**src/rtl/frame_rx_pkg.sv**
```systemverilog
package frame_rx_pkg;
  localparam int FRAME_BITS = 32;
  localparam int CMD_W      = 4;
  localparam int ADDR_W     = 4;
  localparam int DATA_W     = 16;
  localparam int CMD_LSB    = 24;
  localparam int ADDR_LSB   = 20;
  localparam int DATA_LSB   = 4;

  typedef enum logic [1:0] {
    ST_WAIT_HIGH,
    ST_READY,
    ST_SHIFT,
    ST_DONE
  } rx_state_e;
endpackage

```
**src/rtl/frame_rx_sync.sv**
```systemverilog
module frame_rx_sync #(
  parameter int                 WIDTH     = 3,
  parameter int                 STAGES    = 2,
  parameter logic [WIDTH-1:0]   RESET_VAL = '0
) (
  input  logic             clk_i,
  input  logic             rst_ni,
  input  logic [WIDTH-1:0] d_i,
  output logic [WIDTH-1:0] q_o
);
  logic [WIDTH-1:0] stage_q [STAGES];

  for (genvar s = 0; s < STAGES; s++) begin : g_stage
    if (s == 0) begin : g_first
      always_ff @(posedge clk_i or negedge rst_ni) begin
        if (!rst_ni) stage_q[s] <= RESET_VAL;
        else         stage_q[s] <= d_i;
      end
    end else begin : g_next
      always_ff @(posedge clk_i or negedge rst_ni) begin
        if (!rst_ni) stage_q[s] <= RESET_VAL;
        else         stage_q[s] <= stage_q[s-1];
      end
    end
  end

  assign q_o = stage_q[STAGES-1];
endmodule

```
**src/rtl/frame_rx_edge.sv**
```systemverilog
module frame_rx_edge #(
  parameter int               WIDTH     = 2,
  parameter logic [WIDTH-1:0] RESET_VAL = '1
) (
  input  logic             clk_i,
  input  logic             rst_ni,
  input  logic [WIDTH-1:0] level_i,
  output logic [WIDTH-1:0] rise_o,
  output logic [WIDTH-1:0] fall_o
);
  logic [WIDTH-1:0] prev_q;

  always_ff @(posedge clk_i or negedge rst_ni) begin
    if (!rst_ni) prev_q <= RESET_VAL;
    else         prev_q <= level_i;
  end

  assign rise_o = level_i & ~prev_q;
  assign fall_o = ~level_i & prev_q;
endmodule

```
**src/rtl/frame_rx_core.sv**
```systemverilog
module frame_rx_core
  import frame_rx_pkg::*;
#(
  parameter int BITS = FRAME_BITS
) (
  input  logic            clk_i,
  input  logic            rst_ni,
  input  logic            sync_lvl_i,
  input  logic            sync_rise_i,
  input  logic            sync_fall_i,
  input  logic            sclk_fall_i,
  input  logic            din_i,
  input  logic            clear_i,
  output logic            valid_o,
  output logic            abort_o,
  output logic [BITS-1:0] word_o
);
  localparam int                CNT_W    = $clog2(BITS);
  localparam logic [CNT_W-1:0]  LAST_BIT = CNT_W'(BITS - 1);

  rx_state_e        state_q;
  logic [CNT_W-1:0] cnt_q;
  logic [BITS-1:0]  shreg_q;
  logic [BITS-1:0]  word_q;
  logic             valid_q, abort_q;

  always_ff @(posedge clk_i or negedge rst_ni) begin
    if (!rst_ni) begin
      state_q <= ST_READY;
      cnt_q   <= '0;
      shreg_q <= '0;
      word_q  <= '0;
      valid_q <= 1'b0;
      abort_q <= 1'b0;
    end else begin
      valid_q <= 1'b0;
      abort_q <= 1'b0;
      unique case (state_q)
        ST_WAIT_HIGH: if (sync_lvl_i) state_q <= ST_READY;
        ST_READY: begin
          if (sync_fall_i) begin
            cnt_q   <= '0;
            shreg_q <= '0;
            state_q <= clear_i ? ST_WAIT_HIGH : ST_SHIFT;
          end
        end
        ST_SHIFT: begin
          if (sync_rise_i || clear_i) begin
            // early end of frame: drop partial bits
            abort_q <= 1'b1;
            cnt_q   <= '0;
            shreg_q <= '0;
            state_q <= sync_rise_i ? ST_READY : ST_WAIT_HIGH;
          end else if (sclk_fall_i) begin
            shreg_q <= {shreg_q[BITS-2:0], din_i};
            if (cnt_q == LAST_BIT) begin
              word_q  <= {shreg_q[BITS-2:0], din_i};
              valid_q <= 1'b1;
              cnt_q   <= '0;
              state_q <= ST_DONE;
            end else begin
              cnt_q <= cnt_q + 1'b1;
            end
          end
        end
        ST_DONE: if (sync_rise_i) state_q <= ST_READY;
        default: state_q <= ST_WAIT_HIGH;
      endcase
    end
  end

  assign valid_o = valid_q;
  assign abort_o = abort_q;
  assign word_o  = word_q;

  p_valid_pulse_r3: assert property (@(posedge clk_i) disable iff (!rst_ni)
    valid_q |=> !valid_q);
  p_word_hold_r3: assert property (@(posedge clk_i) disable iff (!rst_ni)
    !$stable(word_q) |-> valid_q);
  p_valid_abort_excl_r4: assert property (@(posedge clk_i) disable iff (!rst_ni)
    !(valid_q && abort_q));
  p_valid_from_shift_r2: assert property (@(posedge clk_i) disable iff (!rst_ni)
    valid_q |-> (state_q == ST_DONE) && ($past(state_q) == ST_SHIFT));
  p_done_ignores_sclk_r5: assert property (@(posedge clk_i) disable iff (!rst_ni)
    (state_q == ST_DONE) && !sync_rise_i |=> (state_q == ST_DONE) && !valid_q);
  p_sync_abort_r4: assert property (@(posedge clk_i) disable iff (!rst_ni)
    (state_q == ST_SHIFT) && sync_rise_i |=> abort_q && (state_q == ST_READY));
  p_clear_abort_r7: assert property (@(posedge clk_i) disable iff (!rst_ni)
    (state_q == ST_SHIFT) && clear_i |=> abort_q);
  p_idle_quiet_r9: assert property (@(posedge clk_i) disable iff (!rst_ni)
    (state_q == ST_READY) |=> !valid_q && !abort_q);
endmodule

```
**src/rtl/serial_frame_rx.sv**
```systemverilog
module serial_frame_rx
  import frame_rx_pkg::*;
#(
  parameter int SYNC_STAGES = 2,
  parameter int BITS        = FRAME_BITS
) (
  input  logic              clk_i,
  input  logic              rst_ni,
  input  logic              sync_ni,
  input  logic              sclk_i,
  input  logic              din_i,
  input  logic              clear_i,
  output logic              frame_valid_o,
  output logic              frame_abort_o,
  output logic [CMD_W-1:0]  cmd_o,
  output logic [ADDR_W-1:0] addr_o,
  output logic [DATA_W-1:0] data_o
);
  logic [2:0]      pins_s;
  logic [1:0]      rise, fall;
  logic [BITS-1:0] word;

  // pins_s: {sync, sclk, din}; select and clock idle high
  frame_rx_sync #(.WIDTH(3), .STAGES(SYNC_STAGES), .RESET_VAL(3'b110)) u_sync (
    .clk_i  (clk_i),
    .rst_ni (rst_ni),
    .d_i    ({sync_ni, sclk_i, din_i}),
    .q_o    (pins_s)
  );

  frame_rx_edge #(.WIDTH(2), .RESET_VAL(2'b11)) u_edge (
    .clk_i   (clk_i),
    .rst_ni  (rst_ni),
    .level_i (pins_s[2:1]),
    .rise_o  (rise),
    .fall_o  (fall)
  );

  frame_rx_core #(.BITS(BITS)) u_core (
    .clk_i       (clk_i),
    .rst_ni      (rst_ni),
    .sync_lvl_i  (pins_s[2]),
    .sync_rise_i (rise[1]),
    .sync_fall_i (fall[1]),
    .sclk_fall_i (fall[0]),
    .din_i       (pins_s[0]),
    .clear_i     (clear_i),
    .valid_o     (frame_valid_o),
    .abort_o     (frame_abort_o),
    .word_o      (word)
  );

  assign cmd_o  = word[CMD_LSB  +: CMD_W];
  assign addr_o = word[ADDR_LSB +: ADDR_W];
  assign data_o = word[DATA_LSB +: DATA_W];
endmodule

```
**config.mk**
```make
export PLATFORM = sky130hd
export DESIGN_NAME = serial_frame_rx
export DESIGN_NICKNAME = d
export VERILOG_FILES = /design/src/rtl/frame_rx_pkg.sv /design/src/rtl/frame_rx_sync.sv /design/src/rtl/frame_rx_edge.sv /design/src/rtl/frame_rx_core.sv /design/src/rtl/serial_frame_rx.sv
export SDC_FILE = /design/constraint.sdc
export NUM_CORES = 1
export LEC_CHECK = 0
export BUFFER_PORTS_ARGS = -buffer_cell sky130_fd_sc_hd__clkbuf_2
export CAP_MARGIN = 20
export CORE_MARGIN = 4
export CORE_UTILIZATION = 53
export CTS_CLUSTER_SIZE = 20
export DETAILED_ROUTE_END_ITERATION = 8
export GPL_TIMING_DRIVEN = 0
export PLACE_DENSITY = 0.76
export SLEW_MARGIN = 20
export SYNTH_ARGS = -nofsm -noshare
export SYNTH_HDL_FRONTEND = slang
export SYNTH_HIERARCHICAL = 1
export SYNTH_SLANG_ARGS = --single-unit
```
**constraint.sdc**
```tcl
create_clock -name clk_i -period 2 [get_ports clk_i]
set_input_delay 0.4 -clock clk_i [delete_from_list [all_inputs] [get_ports clk_i]]
set_output_delay 0.4 -clock clk_i [all_outputs]
set_load 0.01 [all_outputs]
```
# Yosys cells after proc, flatten, opt, wreduce, memory -nomap -nowiden
# Index checks and enable logic that the tools add are counted.
# word_totals
register_bits,72
in_bits,6
out_inout_bits,26
elab_cells,54
# op_classes
n_addsub,1
eq_ne,9
muxes,24
bitwise_logic,5
n_reduce_logical,6
# ops
operator,n
two-way mux 27 bit,3
one-hot mux 27 bit (2 select lines),1
two-way mux 5 bit,4
two-way mux 2 bit,7
one-hot mux 5 bit (2 select lines),1
one-hot mux 2 bit (4 select lines),1
two-way mux 1 bit,7
"!= test 2 bit, second input constant",3
"adder 5 x 1 -> 5 bit, second input constant",1
"equality test 5 bit, second input constant",1
AND reduction 5 bit,1
AND 2 bit,2
"equality test 2 bit, second input constant",2
NOT 2 bit,2
AND reduction 4 bit,1
"!= test 3 x 1 -> 1 bit, second input constant",1
"!= test 3 x 2 -> 1 bit, second input constant",1
AND reduction 3 bit,1
"equality test 2 x 1 -> 1 bit, second input constant",1
logical NOT 2 bit,1
nonzero test 2 bit,1
logical OR 1 bit,1
NOT 1 bit,1

# Depth between registers and ports, before layout
# Gate-level depths: netlist (run 1).
# logic_depth
word_depth,5
depth_mapped,8
ltp_nobuf,6

# Hierarchy
# The synthesis (run 1) kept the hierarchy.
# by_module_without_submodules
module,instances,cells_each,area_per_inst_um2,seq_area_each_um2
frame_rx_core,1,255,2961.6,1803.0
frame_rx_sync,1,9,177.7,155.1
frame_rx_edge,1,6,87.6,52.6

# Worst setup path after synthesis (run 1)
# OpenSTA, ideal clock, no wires.
# synth_path
path_type,reg2reg
from,register u_edge.prev_q[1]
to,"register u_core.word_q[0], in the netlist u_core/word_o[0]"
setup_ns,0.125
t_arrival_ns,1.815
t_required_ns,1.875
slack_ns,0.061
path_stages_with_launch,7
path_buffers,2
period_less_slack_ns,1.939
path_cell_list,dfstp_2 -> and2b_2 -> nor3b_2 -> and3_1 -> buf_4 -> buf_6 -> mux2_2
# synth_via
elab_chain_cells,5
# synth_lines
item,line_no,text
"start, declared",frame_rx_edge.sv:11,logic [WIDTH-1:0] prev_q;
"start signal, assigned",frame_rx_edge.sv:15,else prev_q <= level_i;
NOT 2 bit,frame_rx_edge.sv:18,assign rise_o = level_i & ~prev_q;
AND 2 bit,frame_rx_edge.sv:18,
via rise[1],serial_frame_rx.sv:20,"logic [1:0] rise, fall;"
logical OR 1 bit,frame_rx_core.sv:48,if (sync_rise_i || clear_i) begin
NOT 1 bit (no source line),n/a,
AND reduction 4 bit (no source line),n/a,
"end signal, assigned",frame_rx_core.sv:57,"word_q <= {shreg_q[BITS-2:0], din_i};"
"end, declared",frame_rx_core.sv:24,logic [BITS-1:0] word_q;
# The timed path passes the listed nets, and every way through them passes these cells.
# A chain may end at the register's enable or synchronous reset.

# Final worst setup path (run 1)
# layout_path
from,register u_edge.prev_q[1]
to,register u_core.shreg_q[26]
# layout_via
elab_chain_cells,5
elab_cells_between_ends,9
cone_classes,eq/ne: 2; mux: 2; bitwise: 3; reduce/logical: 2
# layout_lines
item,line_no,text
NOT 2 bit (*),frame_rx_edge.sv:18,
AND 2 bit (*),frame_rx_edge.sv:18,
via rise[1],serial_frame_rx.sv:20,
logical OR 1 bit (*),frame_rx_core.sv:48,
!= test 3 x 2 -> 1 bit (no source line) / two-way mux 27 bit (equally long branches),n/a,
AND reduction 3 bit (no source line) / one-hot mux 27 bit (2 select lines) (equally long branches),n/a,
"end signal, assigned",frame_rx_core.sv:55,"shreg_q <= {shreg_q[BITS-2:0], din_i};"
"end, declared",frame_rx_core.sv:23,logic [BITS-1:0] shreg_q;
# The timed path passes the listed nets; every way through them passes the cells marked *.

==> run summary, run 1 <==
• 37.5% — share of final-layout standard cells stronger than drive strength 1
• register to register — type of the worst setup path
• 0 — number of antenna diodes
• 2 — largest buffer count on any clock path
• 973 um^2 — area occupied by multi-input gates
• built — CTS tree
• 4610 um — total detailed-routing wirelength
• 0 — post-route ant nets
• 2330 uW — cell-internal power
• 0.34 ns — insertion delay to the later sink of the worst-skew pair
• 0 — final count of pins violating max slew
• 0.418 ns — slew at the pin with the worst max-slew slack
• 8 — highest fanout seen on the critical path
• 0.0112 ns — clock tree skew after final layout
• register — nature of the critical path endpoint
• -0.108 ns — Setup Slack @ Placement
• completed — outcome
• 0.0186 ns — Worst Setup Slack, final
• 54.4% — initial cell density of the core
• 0.792 — last weighted congestion value of the routability-driven placer
• 3120 um — post-detail-place hpwl
• 339 — cell total after placement
• 0.505 GHz — maximum achievable frequency
• 99.1% — share of the cycle needed by the critical path after routing
• 18.5% — area growth from synthesis to layout
• 1,776 — vias post-DR
• 0.00511 mm^2 — core area
• 294 — number of nets in the layout
• 116 — DR iter-0 viols
• 355 — post-route non-filler standard cell count
• 237 — Gate Count Post-Synth
• 0 — final hold vios
• 16.6% — combined global-route utilization of all metal layers
• 0.00329 mm^2 — final std cell area, no fill
• 11.7 um^2 — mean area per synthesized cell
• 30.0% — proportion of total power due to net switching
• 0 — total gr overflow
• 0.00254 ns — hold_ws
• 0.00304 mm^2 — Post-DP Area
• 0 — Finish-stage setup viols
• 43.6% — sequential fraction of design power
• 13.0 um — DR WL/cell
• 68 — CTS sink count
• input port to async pin — path category of the worst min-delay check
• 72.1% — max-slew headroom at the worst pin
• true — setup repair after global routing missed its margin
• 30.8% — clock network fraction of total power
• 9 — number of buffers created by CTS
• dfstp_2 — cell at the slowest stage of the critical path
• 3 — total number of H-tree levels
• 0.07 ns — register clock-pin slew on the reported worst setup and hold paths
• 0 — hold-fix buffers at CTS
• 3330 uW — total power after layout
• 8090 um — wire length of the first global-routing pass
• 0 — initial antenna violation count
• 1.98 ns — final critical path time including I/O delays and setup
• 4 — iteration count of the initial detailed-routing pass
• 44 — pin count of the biggest net entering global routing
• 0.000622 V — worst vdd ir
• 249 — number of nets produced by synthesis
• 0.00159 uW — leakage component of the power
• 2.25 ns — Worst Path Required
• 0.52 ns — delay of the slowest cell on the worst path
• 1010 mW/mm^2 — total power per unit cell area
• register — crit start category
• 2.24 ns — critical path data arrival time
• 418 — FILL cells
• 32 — count of pins on the block boundary
• 5.00 — post-detailed-route via-to-cell ratio
• 31 — number of buffer cells added on primary ports
• and2b_2 -> or3b_4 -> o221ai_4 -> buf_6 -> buf_8 -> nand2_1 -> o21ai_1 — crit-path cells
• 25.6% — part of the power in combinational logic
• 0 — maximum capacitance violations
• 1,834 — via count of the first global-routing pass
• 80.4 um — Die W
• 0.00171 mm^2 — register area
• 80.4 um — Die H
• 0.00646 mm^2 — Total Die Area
• 26 — std cell rows
• 0.00278 mm^2 — area of the mapped netlist
• simple AND/OR/NAND/NOR gates — family with the most delay on the worst path
• 6 — Synth warnings
• 0 — total DRC errors in the routed layout
• 997 uW — switching pwr
• clkbuf_8 — buffer type at the clock tree root
• 2 — CP Buf/Inv Count
==> timing repair <==
item / CTS / global route
pin swaps: 0 / 4
setup endpoints to repair: 42 / 33
resized for setup: 3 / 28
cloned: 0 / 0
setup buffers: 1 / 1
==> power by group through the flow <==
stage,combinational (uW),clock (uW),sequential [uW]
3_3_place_gp,700,0,1470
6_report,852,1030,1450
3_5_place_dp,715,0,1480
4_1_cts,753,1050,1450
5_1_grt,949,1110,1460
2_1_floorplan,524,0,1470
==> cell type report <==
cell class | count | area share [%]
plain buffers | 17 | 4.14
well taps | 70 | 2.66
clock buffers | 11 | 3.99
clock inverters | 3 | 1.22
multi-input cells | 147 | 29.6
flip-flops and latches | 68 | 52.0
inverters | 5 | 0.570
repair buffers | 34 | 5.86
==> cell usage in the layout (no fill, tap or decap), drive strengths merged <==
| master | count |
|---|---|
| dfrtp | 61 |
| nand2 | 59 |
| clkbuf | 45 |
| o21ai | 33 |
| mux2 | 25 |
| buf | 17 |
| dfstp | 7 |
| ha | 6 |
| inv | 5 |
| and2b | 3 |
| clkinv | 2 |
| and3 | 2 |
| nand2b | 2 |
| a21oi | 2 |
| nor3b | 2 |
| or3b | 2 |
| o221ai | 2 |
| bufinv | 1 |
| o21a | 1 |
| nor2 | 1 |
| mux2i | 1 |
| nand3 | 1 |
| or3 | 1 |
| o31ai | 1 |
| nor3 | 1 |
| nor2b | 1 |
| a31oi | 1 |
==> flip-flops by register name, summed over array words and instances, names as in the netlist <==
signal	cells
u_core/abort_o	1
u_core/cnt_q	5
u_core/shreg_q	27
u_core/state_q	2
u_core/valid_o	1
u_core/word_o	24
u_edge/prev_q	2
u_sync/q_o	3
u_sync/stage_q	3
==> final timing paths <==
check                                   from                 end  slack, ns  depth (start not counted)
max in group asynchronous             rst_ni   u_core/state_q[0]       1.39                          2
min                                   rst_ni   u_core/word_o[20]      0.003                          1
min reg2reg                u_sync/stage_q[3]       u_sync/q_o[0]       0.35                          0
min in group clk_i                    sclk_i   u_sync/stage_q[4]       0.15                          1
max                         u_edge/prev_q[1]  u_core/shreg_q[26]       0.02                          7
max reg2reg                 u_edge/prev_q[1]  u_core/shreg_q[26]       0.02                          7
==> metal layers <==
layer  track usage [%]  vias to the layer above  routed length [um]  share of wire [%]
li1                  -                      877                   -                  -
met1              20.8                      859                2240                 49
met2              26.1                       32                2110                 46
met3              4.04                        8                 175                3.8
met4              9.80                        0                  86                1.9
met5                 0                        -                   0                  0
==> through the flow <==
step / util, % / setup TNS [ns]
5_1_grt: 64.4 / -1.57
4_1_cts: 63.5 / 0
3_5_place_dp: 59.6 / -2.25
3_3_place_gp: 59.1 / -1.35
6_report: 64.4 / 0
2_1_floorplan: - / 0
Note: power is estimated with default switching activity, not from simulation.
==> run 2: changes to the inputs <==
- CAP_MARGIN: 20 -> default
- CTS_CLUSTER_SIZE: 20 -> default
- RECOVER_POWER: default -> 25
==> run 2 against run 1 <==
Clock skew did not move; largest cell class unchanged; final area fell by 0.49%; largest power group unchanged; setup slack about the same; first-iteration DRC count is 1.7% lower; clock-buffer cell count stayed put; highest routed layer unchanged; combinational power is 0.6% lower.
==> run summary, run 2 (same netlist as run 1, synthesis figures left out) <==
• 0 — final hold vios
• 0.00511 mm^2 — core area
• completed — outcome
• u_core/shreg_q — largest register by flop count
• 0.06 ns — register clock-pin slew on the reported worst setup and hold paths
• 0 — hold-fix buffers at CTS
• 54.4% — initial cell density of the core
• 3 — total number of H-tree levels
• 2.25 ns — Worst Path Required
• 0.34 ns — insertion delay to the later sink of the worst-skew pair
• 973 um^2 — area occupied by multi-input gates
• 0.00304 mm^2 — Post-DP Area
• 2 — largest buffer count on any clock path
• 0.00171 mm^2 — register area
• 0.00158 uW — leakage component of the power
• 31 — number of buffer cells added on primary ports
• 0.792 — last weighted congestion value of the routability-driven placer
• 10.8% — max-slew headroom at the worst pin
• 99.1% — share of the cycle needed by the critical path after routing
• 8090 um — wire length of the first global-routing pass
• 3320 uW — total power after layout
• 1.34 ns — slew at the pin with the worst max-slew slack
• 0.151 ns — hold_ws
• 0.000622 V — worst vdd ir
• input port to register — path category of the worst min-delay check
• 9 — number of buffers created by CTS
• u_edge/prev_q[1] — Reg-to-Reg Start
• 0 — post-route ant nets
• 64.1% — final core occ
• dfrtp_1 — most common library cell in the layout ignoring fill and taps
• 0.02 ns — worst reg2reg setup slack
• and2b_2 -> or3b_4 -> o221ai_4 -> buf_6 -> buf_8 -> nand2_1 -> o21ai_1 — crit-path cells
• 0 — Finish-stage setup viols
• built — CTS tree
• 0 — total gr overflow
• true — setup repair after global routing missed its margin
• -0.108 ns — Setup Slack @ Placement
• 1,834 — via count of the first global-routing pass
• register to register — type of the worst setup path
• 0.0112 ns — clock tree skew after final layout
• 0 — final count of pins violating max slew
• 7 — worst reg-to-reg path cell count
• 80.4 um — Die H
• 8 — highest fanout seen on the critical path
• 114 — DR iter-0 viols
• 2.23 ns — critical path data arrival time
• 37.2% — share of final-layout standard cells stronger than drive strength 1
• 32 — count of pins on the block boundary
• 0.00327 mm^2 — final std cell area, no fill
• 17.9% — area growth from synthesis to layout
• u_sync/stage_q[4] — hold endpoint
• clkbuf_8 — buffer type at the clock tree root
• 0 — maximum capacitance violations
• 27 — Largest register FFs
• 1 — number of cells traversed by the worst hold path
• 0 — initial antenna violation count
• 1010 mW/mm^2 — total power per unit cell area
• 68 — CTS sink count
• 3120 um — post-detail-place hpwl
• 5.00 — post-detailed-route via-to-cell ratio
• 0 — total DRC errors in the routed layout
• 4610 um — total detailed-routing wirelength
• dfrtp_1, nand2_1, clkbuf_2 — most used cells in the layout excluding fill and tap cells
• u_core/shreg_q[26] — capturing point of the worst reg2reg path
• 4 — iteration count of the initial detailed-routing pass
• 0.0190 ns — Worst Setup Slack, final
• 294 — number of nets in the layout
• 421 — FILL cells
• register — nature of the critical path endpoint
• 1,776 — vias post-DR
• 0.00646 mm^2 — Total Die Area
• 13.0 um — DR WL/cell
• 0 — number of antenna diodes
• 16.6% — combined global-route utilization of all metal layers
• 80.4 um — Die W
• 26 — std cell rows
• dfstp_2 — cell at the slowest stage of the critical path
• 0.52 ns — delay of the slowest cell on the worst path
• 0.505 GHz — maximum achievable frequency
• 1.98 ns — final critical path time including I/O delays and setup
• register — crit start category
• 44 — pin count of the biggest net entering global routing
• sclk_i — start point of the worst hold path
[run 2: cell types whose count changed in the layout (fill, tap and decap cells not counted)]
cell      before  now
clkbuf_1       5    6
buf_12         1    0
[run 2: worst max-delay path, delay by kind of cell (launching register included)]
family | cells | cell delay [ns]
DFF | 1 | 0.52
AOI/OAI and AO/OA | 2 | 0.35
and+or+nand+nor | 3 | 0.74
buffers and inverters | 2 | 0.29
[run 2: worst max path at each step]
stage                      start                 end  cells after the start
6_report        u_edge/prev_q[1]  u_core/shreg_q[26]                      7
5_1_grt        u_core/state_q[0]     u_core/cnt_q[3]                      6
4_1_cts        u_core/state_q[0]     u_core/cnt_q[3]                      6
3_5_place_dp   u_core/state_q[0]   u_core/word_o[17]                      7
3_3_place_gp    u_edge/prev_q[1]   u_core/word_o[17]                      6
2_1_floorplan  u_core/state_q[0]   u_core/word_o[26]                      7
[run 2: per-stage QoR]
| step | setup TNS, ns | cells |
|---|---|---|
| floorplan | 0 | 237 |
| global placement | -1.35 | 338 |
| detailed placement | -2.25 | 339 |
| CTS | 0 | 354 |
| global route | -3.59 | 355 |
| finish | 0 | 355 |
[run 2: area by class of cell]
class,count,area share (%)
Sequential cell,68,52.2
Multi-Input combinational cell,147,29.7
Timing Repair Buffer,34,5.39
Buffer,17,4.17
Clock buffer,11,4.01
Tap cell,70,2.67
Clock inverter,3,1.22
Inverter,5,0.573
[run 2: timing repair]
action,4_1_cts,5_1_grt
setup buffers,1,1
gates resized for setup,3,28
endpoints found under the setup margin,42,33
pin swaps,0,4
[run 2: report_power, final]
group          leakage [uW]  switching, uW  internal, uW
clock             0.0000890            466           559
sequential         0.000921           25.0          1430
combinational      0.000569            505           343
total               0.00158            995          2330
[run 2: per-layer routing]
| layer | routed length (um) | up-vias | part of all wire [%] | track usage (%) |
|---|---|---|---|---|
| met4 | 86 | 0 | 1.9 | 9.80 |
| met5 | 0 | - | 0 | 0 |
| met1 | 2230 | 859 | 48 | 20.8 |
| met3 | 174 | 8 | 3.8 | 4.04 |
| met2 | 2120 | 32 | 46 | 26.1 |
| li1 | - | 877 | - | - |
